[src/rtl/xp_port_pkg.sv]
package xp_port_pkg;

    localparam int NIB = 4;

    // status bit positions (software decodes these)
    localparam int ST_IRQ = 0;
    localparam int ST_TXE = 1;
    localparam int ST_RXF = 2;
    localparam int ST_STR = 3;

    // control A
    localparam int CA_TONE = 0;
    localparam int CA_CPM  = 1;
    localparam int CA_IRQ  = 2;
    localparam int CA_RSEL = 3;

    // control B
    localparam int CB_BURSTN = 0;
    localparam int CB_TEST   = 1;
    localparam int CB_SINGLE = 2;
    localparam int CB_COL    = 3;

    typedef enum logic [1:0] {
        ACC_IDLE   = 2'd0,
        ACC_ACTIVE = 2'd1,
        ACC_CLOSE  = 2'd2
    } acc_state_t;

    // {register select, read/not-write}
    typedef enum logic [1:0] {
        KIND_TXD = 2'b00,
        KIND_RXD = 2'b01,
        KIND_CTL = 2'b10,
        KIND_STS = 2'b11
    } acc_kind_t;

    typedef enum logic [1:0] {
        SRC_OFF      = 2'd0,
        SRC_CALLPROG = 2'd1,
        SRC_STEER    = 2'd2,
        SRC_EVENT    = 2'd3
    } irq_src_t;

endpackage

[src/rtl/xp_bus_fsm.sv]
module xp_bus_fsm
    import xp_port_pkg::*;
#(
    parameter int DW = 4
) (
    input  logic          clk,
    input  logic          rst_n,
    input  logic          cs_n,
    input  logic          phase,
    input  logic          rsel,
    input  logic          rd_wr_n,
    input  logic [DW-1:0] din,
    input  logic [DW-1:0] status_now,
    input  logic [DW-1:0] rx_now,
    output logic [DW-1:0] dout,
    output logic          dout_en,
    output logic          wr_tx,
    output logic          wr_ctl,
    output logic          rd_sts,
    output logic [DW-1:0] wdata,
    output logic [DW-1:0] snap_sts
);

    acc_state_t    state, nxt;
    acc_kind_t     kind;
    logic [DW-1:0] snap_rx;
    logic          sel;

    assign sel = ~cs_n & phase;

    // next state
    always_comb begin
        nxt = state;
        unique case (state)
            ACC_IDLE:   nxt = sel ? ACC_ACTIVE : ACC_IDLE;
            ACC_ACTIVE: nxt = sel ? ACC_ACTIVE : ACC_CLOSE;
            ACC_CLOSE:  nxt = ACC_IDLE;
            default:    nxt = ACC_IDLE;
        endcase
    end

    // state register and access capture
    always_ff @(posedge clk) begin
        if (!rst_n) begin
            state    <= ACC_IDLE;
            kind     <= KIND_TXD;
            snap_sts <= '0;
            snap_rx  <= '0;
            wdata    <= '0;
        end else begin
            state <= nxt;
            if (state == ACC_IDLE && sel) begin
                kind     <= acc_kind_t'({rsel, rd_wr_n});
                snap_sts <= status_now;
                snap_rx  <= rx_now;
                wdata    <= din;
            end else if (state == ACC_ACTIVE && sel) begin
                wdata <= din;
            end
        end
    end

    // outputs
    always_comb begin
        logic commit;
        commit  = (state == ACC_CLOSE);
        dout_en = (state == ACC_ACTIVE) && sel && kind[0];
        dout    = '0;
        if (dout_en)
            dout = (kind == KIND_STS) ? snap_sts : snap_rx;
        wr_tx   = commit && (kind == KIND_TXD);
        wr_ctl  = commit && (kind == KIND_CTL);
        rd_sts  = commit && (kind == KIND_STS);
    end

endmodule

[src/rtl/xp_ctrl_regs.sv]
module xp_ctrl_regs
    import xp_port_pkg::*;
#(
    parameter int DW = 4
) (
    input  logic          clk,
    input  logic          rst_n,
    input  logic          wr_tx,
    input  logic          wr_ctl,
    input  logic [DW-1:0] wdata,
    output logic [DW-1:0] ctrl_a,
    output logic [DW-1:0] ctrl_b,
    output logic [DW-1:0] tx_code,
    output logic          tx_load
);

    logic to_b;

    always_ff @(posedge clk) begin
        if (!rst_n) begin
            ctrl_a  <= '0;
            ctrl_b  <= '0;
            to_b    <= 1'b0;
            tx_code <= '0;
            tx_load <= 1'b0;
        end else begin
            tx_load <= wr_tx;
            if (wr_tx)
                tx_code <= wdata;
            if (wr_ctl) begin
                if (to_b) begin
                    ctrl_b <= wdata;
                    to_b   <= 1'b0;
                end else begin
                    ctrl_a <= wdata;
                    to_b   <= wdata[CA_RSEL];
                end
            end
        end
    end

endmodule

[src/rtl/xp_status_flags.sv]
module xp_status_flags
    import xp_port_pkg::*;
#(
    parameter int DW = 4
) (
    input  logic          clk,
    input  logic          rst_n,
    input  logic          rx_full_evt,
    input  logic          tx_empty_evt,
    input  logic          dly_steer,
    input  logic          cp_mode,
    input  logic          burst_on,
    input  logic          rd_sts,
    input  logic [DW-1:0] snap_sts,
    output logic [DW-1:0] flags
);

    logic          rxf, txe, irqf;
    logic          rx_set, tx_set;
    logic [DW-1:0] clr;

    assign rx_set = rx_full_evt & ~cp_mode;
    assign tx_set = tx_empty_evt & burst_on;
    assign clr    = rd_sts ? snap_sts : '0;

    always_ff @(posedge clk) begin
        if (!rst_n) begin
            rxf  <= 1'b0;
            txe  <= 1'b0;
            irqf <= 1'b0;
        end else begin
            rxf  <= rx_set | (rxf & ~clr[ST_RXF]);
            txe  <= burst_on & (tx_set | (txe & ~clr[ST_TXE]));
            irqf <= rx_set | tx_set | (irqf & ~clr[ST_IRQ]);
        end
    end

    always_comb begin
        flags         = '0;
        flags[ST_IRQ] = irqf;
        flags[ST_TXE] = txe;
        flags[ST_RXF] = rxf;
        flags[ST_STR] = ~dly_steer;
    end

endmodule

[src/rtl/xp_irq_mux.sv]
module xp_irq_mux
    import xp_port_pkg::*;
(
    input  logic clk,
    input  logic rst_n,
    input  logic cp_mode,
    input  logic irq_en,
    input  logic test_on,
    input  logic rx_full,
    input  logic tx_empty,
    input  logic cp_sq,
    input  logic dly_steer,
    output logic irq_n
);

    irq_src_t src;

    always_comb begin
        if (cp_mode)
            src = irq_en ? SRC_CALLPROG : SRC_OFF;
        else if (test_on)
            src = SRC_STEER;
        else if (irq_en)
            src = SRC_EVENT;
        else
            src = SRC_OFF;
    end

    always_ff @(posedge clk) begin
        if (!rst_n) begin
            irq_n <= 1'b1;
        end else begin
            unique case (src)
                SRC_OFF:      irq_n <= 1'b1;
                SRC_CALLPROG: irq_n <= cp_sq;
                SRC_STEER:    irq_n <= ~dly_steer;
                SRC_EVENT:    irq_n <= ~(rx_full | tx_empty);
                default:      irq_n <= 1'b1;
            endcase
        end
    end

endmodule

[src/rtl/tone_xcvr_port.sv]
module tone_xcvr_port
    import xp_port_pkg::*;
#(
    parameter int DW = NIB
) (
    input  logic          clk,
    input  logic          rst_n,
    input  logic          bus_cs_n,
    input  logic          bus_phase,
    input  logic          bus_rsel,
    input  logic          bus_rd_wr_n,
    input  logic [DW-1:0] bus_din,
    output logic [DW-1:0] bus_dout,
    output logic          bus_dout_en,
    input  logic [DW-1:0] rx_code,
    input  logic          rx_full_evt,
    input  logic          tx_empty_evt,
    input  logic          dly_steer,
    input  logic          cp_sq,
    output logic [DW-1:0] tx_code,
    output logic          tx_load,
    output logic          tone_out_en,
    output logic          cp_mode,
    output logic          irq_en,
    output logic          burst_on,
    output logic          test_on,
    output logic          single_tone,
    output logic          column_sel,
    output logic          irq_n
);

    logic [DW-1:0] flags, snap_sts, wdata, ctrl_a, ctrl_b;
    logic          wr_tx, wr_ctl, rd_sts;

    xp_bus_fsm #(.DW(DW)) u_bus (
        .clk        (clk),
        .rst_n      (rst_n),
        .cs_n       (bus_cs_n),
        .phase      (bus_phase),
        .rsel       (bus_rsel),
        .rd_wr_n    (bus_rd_wr_n),
        .din        (bus_din),
        .status_now (flags),
        .rx_now     (rx_code),
        .dout       (bus_dout),
        .dout_en    (bus_dout_en),
        .wr_tx      (wr_tx),
        .wr_ctl     (wr_ctl),
        .rd_sts     (rd_sts),
        .wdata      (wdata),
        .snap_sts   (snap_sts)
    );

    xp_ctrl_regs #(.DW(DW)) u_ctrl (
        .clk     (clk),
        .rst_n   (rst_n),
        .wr_tx   (wr_tx),
        .wr_ctl  (wr_ctl),
        .wdata   (wdata),
        .ctrl_a  (ctrl_a),
        .ctrl_b  (ctrl_b),
        .tx_code (tx_code),
        .tx_load (tx_load)
    );

    assign tone_out_en = ctrl_a[CA_TONE];
    assign cp_mode     = ctrl_a[CA_CPM];
    assign irq_en      = ctrl_a[CA_IRQ];
    assign burst_on    = ~ctrl_b[CB_BURSTN];
    assign test_on     = ctrl_b[CB_TEST];
    assign single_tone = ctrl_b[CB_SINGLE];
    assign column_sel  = ctrl_b[CB_COL];

    xp_status_flags #(.DW(DW)) u_stat (
        .clk          (clk),
        .rst_n        (rst_n),
        .rx_full_evt  (rx_full_evt),
        .tx_empty_evt (tx_empty_evt),
        .dly_steer    (dly_steer),
        .cp_mode      (cp_mode),
        .burst_on     (burst_on),
        .rd_sts       (rd_sts),
        .snap_sts     (snap_sts),
        .flags        (flags)
    );

    xp_irq_mux u_irq (
        .clk       (clk),
        .rst_n     (rst_n),
        .cp_mode   (cp_mode),
        .irq_en    (irq_en),
        .test_on   (test_on),
        .rx_full   (flags[ST_RXF]),
        .tx_empty  (flags[ST_TXE]),
        .cp_sq     (cp_sq),
        .dly_steer (dly_steer),
        .irq_n     (irq_n)
    );

endmodule

[config.mk]
export PLATFORM = sky130hd
export DESIGN_NAME = tone_xcvr_port
export DESIGN_NICKNAME = d
export VERILOG_FILES = /design/src/rtl/xp_port_pkg.sv /design/src/rtl/xp_bus_fsm.sv /design/src/rtl/xp_ctrl_regs.sv /design/src/rtl/xp_status_flags.sv /design/src/rtl/xp_irq_mux.sv /design/src/rtl/tone_xcvr_port.sv
export SDC_FILE = /design/constraint.sdc
export NUM_CORES = 1
export LEC_CHECK = 0
export BUFFER_PORTS_ARGS = -buffer_cell sky130_fd_sc_hd__buf_2
export CAP_MARGIN = 20
export CORE_MARGIN = 8
export CORE_UTILIZATION = 40
export DETAILED_ROUTE_END_ITERATION = 12
export MAX_ROUTING_LAYER = met4
export SKIP_LAST_GASP = 1
export SLEW_MARGIN = 40
export SYNTH_ARGS = -nofsm -noshare
export SYNTH_HDL_FRONTEND = slang
export SYNTH_SLANG_ARGS = --single-unit
[constraint.sdc]
create_clock -name clk -period 1.5 [get_ports clk]
set_input_delay 0.075 -clock clk [delete_from_list [all_inputs] [get_ports clk]]
set_output_delay 0.075 -clock clk [all_outputs]
set_load 0.005 [all_outputs]
==> run metrics <==
status finished clean; GRT Total Usage between 10% and 20%; die width around 75 um; FF-to-FF setup slack about 0.22 ns; height of the chip approximately 75 um; Synth Cell Area ~1400 um2; Layout area overhead 30.7%; WP buf/inv 1; Crit Path Class flop to output pin; Final nets roughly 220; non-filler instance count after layout between 200 and 250; most frequent cell after synthesis dfxtp_1; EDFF count, synth 0; total gr overflow 0; layout cells sized above 1 between 20 and 30%; CP Depth 4; min Tclk post-route approximately 1.4 ns; VDD IR max between 0.0005 and 0.0006 V; vias in the first global route approximately 1.2k; sequential-to-total area share from yosys stat between 40% and 50%; CP top delay family flip-flops; HP Class input pin to flop; combinational share of power under 10%; post-route ant nets 0; synthesized area per cell 9.10 um2; Root Buffer clkbuf_4; Max Clk Rate 729 MHz; total number of vias ~1.2k; Final period util approximately 91%; Clock Path Buffers 2; DR DRC count 0; R2R cell count 3; Worst slew margin 68.4%; crit end category output pin; FP Rows 21; port bufs 35; NetSw about 380 uW; MaxCap Viol Count 0; yosys warns 0; total clock sinks 33; initial drt markers 56; Placed Cells ~230; I/O Pins 36; CP max FO 5; internal power 1250 uW; Fin. Hold Viols 0; CP Cell Sequence nor2b_4 -> nand3_2 -> a21oi_1 -> buf_2; top cells by area, synth dfxtp_1 (48%), mux2i_1 (10%), nand2_1 (7.1%); Cells after Synth about 150; routability cong. about 0.75; dpl hpwl approximately 2300 um; initial core utilization roughly 41%; first-pass GRT wire length between 5000 and 6000 um; Setup Viol. Count Final 0; synthesized netlist net count 170; Synth top cells by count dfxtp_1 (33), nand2_1 (26), nand3_1 (15); sum of negative setup slack 0 ns; fillers approximately 340; share of total power in the clock network around 35%; largest area contributor in the netlist dfxtp_1; Final Max Tran Viols 0; ant diodes 0; Hold Crit Depth 3; Wirelength per Cell 12.8 um; ys flop type dfxtp_1; CP peak stage delay between 0.3 and 0.4 ns; Yosys top cell area share ~48%; htree depth 2; CTS tree done; CTS clk-pin slew, worst paths 0.10 ns; Pleak 0.000728 uW; critical path launch point type flop; initial antenna violation count 0; register share of total power a little under three fifths; Power Dens Cells roughly 900 nW/um2; switching fraction of total power a little under a quarter; Synth cell types 28; Least-Margin Pin Slew 0.472 ns; Die ar. between 5000 and 6000 um2; asr flop ratio synth 0%; Vias/cell ~4.9; Critical Path RT around 1.4 ns; CORE AREA ~3300 um2; Worst-Skew Late Latency approximately 0.34 ns; Yosys reg bits 33; largest net degree at the start of global routing 21; Post-Route WL ~3200 um; slowest CP cell dfxtp_4; CTS buffer count 5; Final Skew around 0.0090 ns; RSZ-0062 raised after global routing false; number of iterations in the first detailed-routing pass 4; critical path arrival 1.30 ns
## layout make-up
type	count	area [um2]	area share, %
multi-input combinational	106	684	37.8
sequential	33	668	36.9
timing repair buffer	50	318	17.6
clock buffer	7	65.1	3.60
tap	46	57.6	3.18
inverter	3	11.3	0.622
clock inverter	1	5.00	0.277
## timing repair
action	CTS	global route
setup buffers	0	0
pin swaps	0	0
hold buffers	12	0
resized for setup	3	6
endpoints found under the setup margin	5	6
hold endpoints to repair	12	0
## path summary, 6_finish.rpt
path | from | endpoint
max | u_bus.state[0] | bus_dout[2]
min | dly_steer | u_bus.snap_sts[3]
max reg2reg | u_bus.kind[0] | u_ctrl.ctrl_b[2]
min reg2reg | u_ctrl.ctrl_a[0] | u_ctrl.ctrl_a[0]
## power by group through the flow
| stage | combinational, uW | clock, uW | sequential, uW |
|---|---|---|---|
| CTS | 138 | 589 | 928 |
| floorplan | 80.4 | 0 | 936 |
| global route | 152 | 634 | 933 |
| finish | 137 | 564 | 928 |
| detailed placement | 112 | 0 | 948 |
| global placement | 108 | 0 | 947 |
## cells in the final DEF (no fill, tap or decap)
cell type      instances
a21boi_0               3
a21boi_1               1
a21oi_1                4
a21oi_2                1
and2_1                 3
and2b_1                1
and4b_1                1
and4bb_1               1
buf_2                 35
buf_4                  3
clkbuf_4               5
clkbuf_8               2
clkinv_2               1
dfxtp_1               29
dfxtp_2                3
dfxtp_4                1
dlygate4sd3_1         12
inv_1                  3
mux2i_1               14
nand2_1               26
nand2b_1               1
nand3_1               14
nand3_2                1
nand3b_1               1
nand4_1                1
nor2_1                 1
nor2b_1               11
nor2b_4                1
nor3b_2                1
nor4b_2                1
nor4b_4                1
o211a_1                2
o21a_1                 1
o21ai_0               12
o21ai_1                1
o31a_1                 1
## layer usage
layer | vias up | part of all wire, % | track usage [%]
li1 | 619 | - | -
met1 | 543 | 46 | 14.6
met2 | 25 | 47 | 19.8
met3 | 7 | 5.5 | 4.79
met4 | 0 | 2.0 | 6.52
met5 | - | 0 | -
## registers in the layout (all words and copies together), names as in the netlist
register        count
u_ctrl.ctrl_a       3
u_irq.irq_n         1
u_bus.wdata         4
u_bus.state         2
u_ctrl.tx_code      4
u_ctrl.tx_load      1
u_stat.txe          1
u_ctrl.ctrl_b       4
u_bus.snap_rx       4
u_ctrl.to_b         1
u_stat.rxf          1
u_stat.irqf         1
u_bus.kind          2
u_bus.snap_sts      4
## worst register-to-register path, delay by kind of cell (launching register included)
kind	cells	cell delay [ns]
simple gates	2	0.61
flops	1	0.39
mux	1	0.21
## cells by family (layout without fill, tap and decap cells)
family / count (synthesis) / after routing / share of synthesized area [%]
multiplexers: 14 / 14 / 10.1
AND/OR/NAND/NOR: 66 / 66 / 26.4
flip-flops: 33 / 33 / 47.7
AO/OA/AOI/OAI: 26 / 26 / 11.3
buffers and inverters: 13 / 61 / 4.43
## stage by stage
stage               power, uW  util, %  hold slack (ns)  worst slack [ns]  instance area, um2
global route             1720     54.2           0.0192            0.0151                1810
global placement         1050     47.8            0.290             0.182                1600
detailed placement       1060     47.8            0.309             0.137                1600
finish                   1630     54.2           0.0259             0.128                1810
floorplan                1020        -            0.205             0.288                1380
CTS                      1650     53.8           0.0175            0.0242                1790
Power figures use the tool's default switching activity.
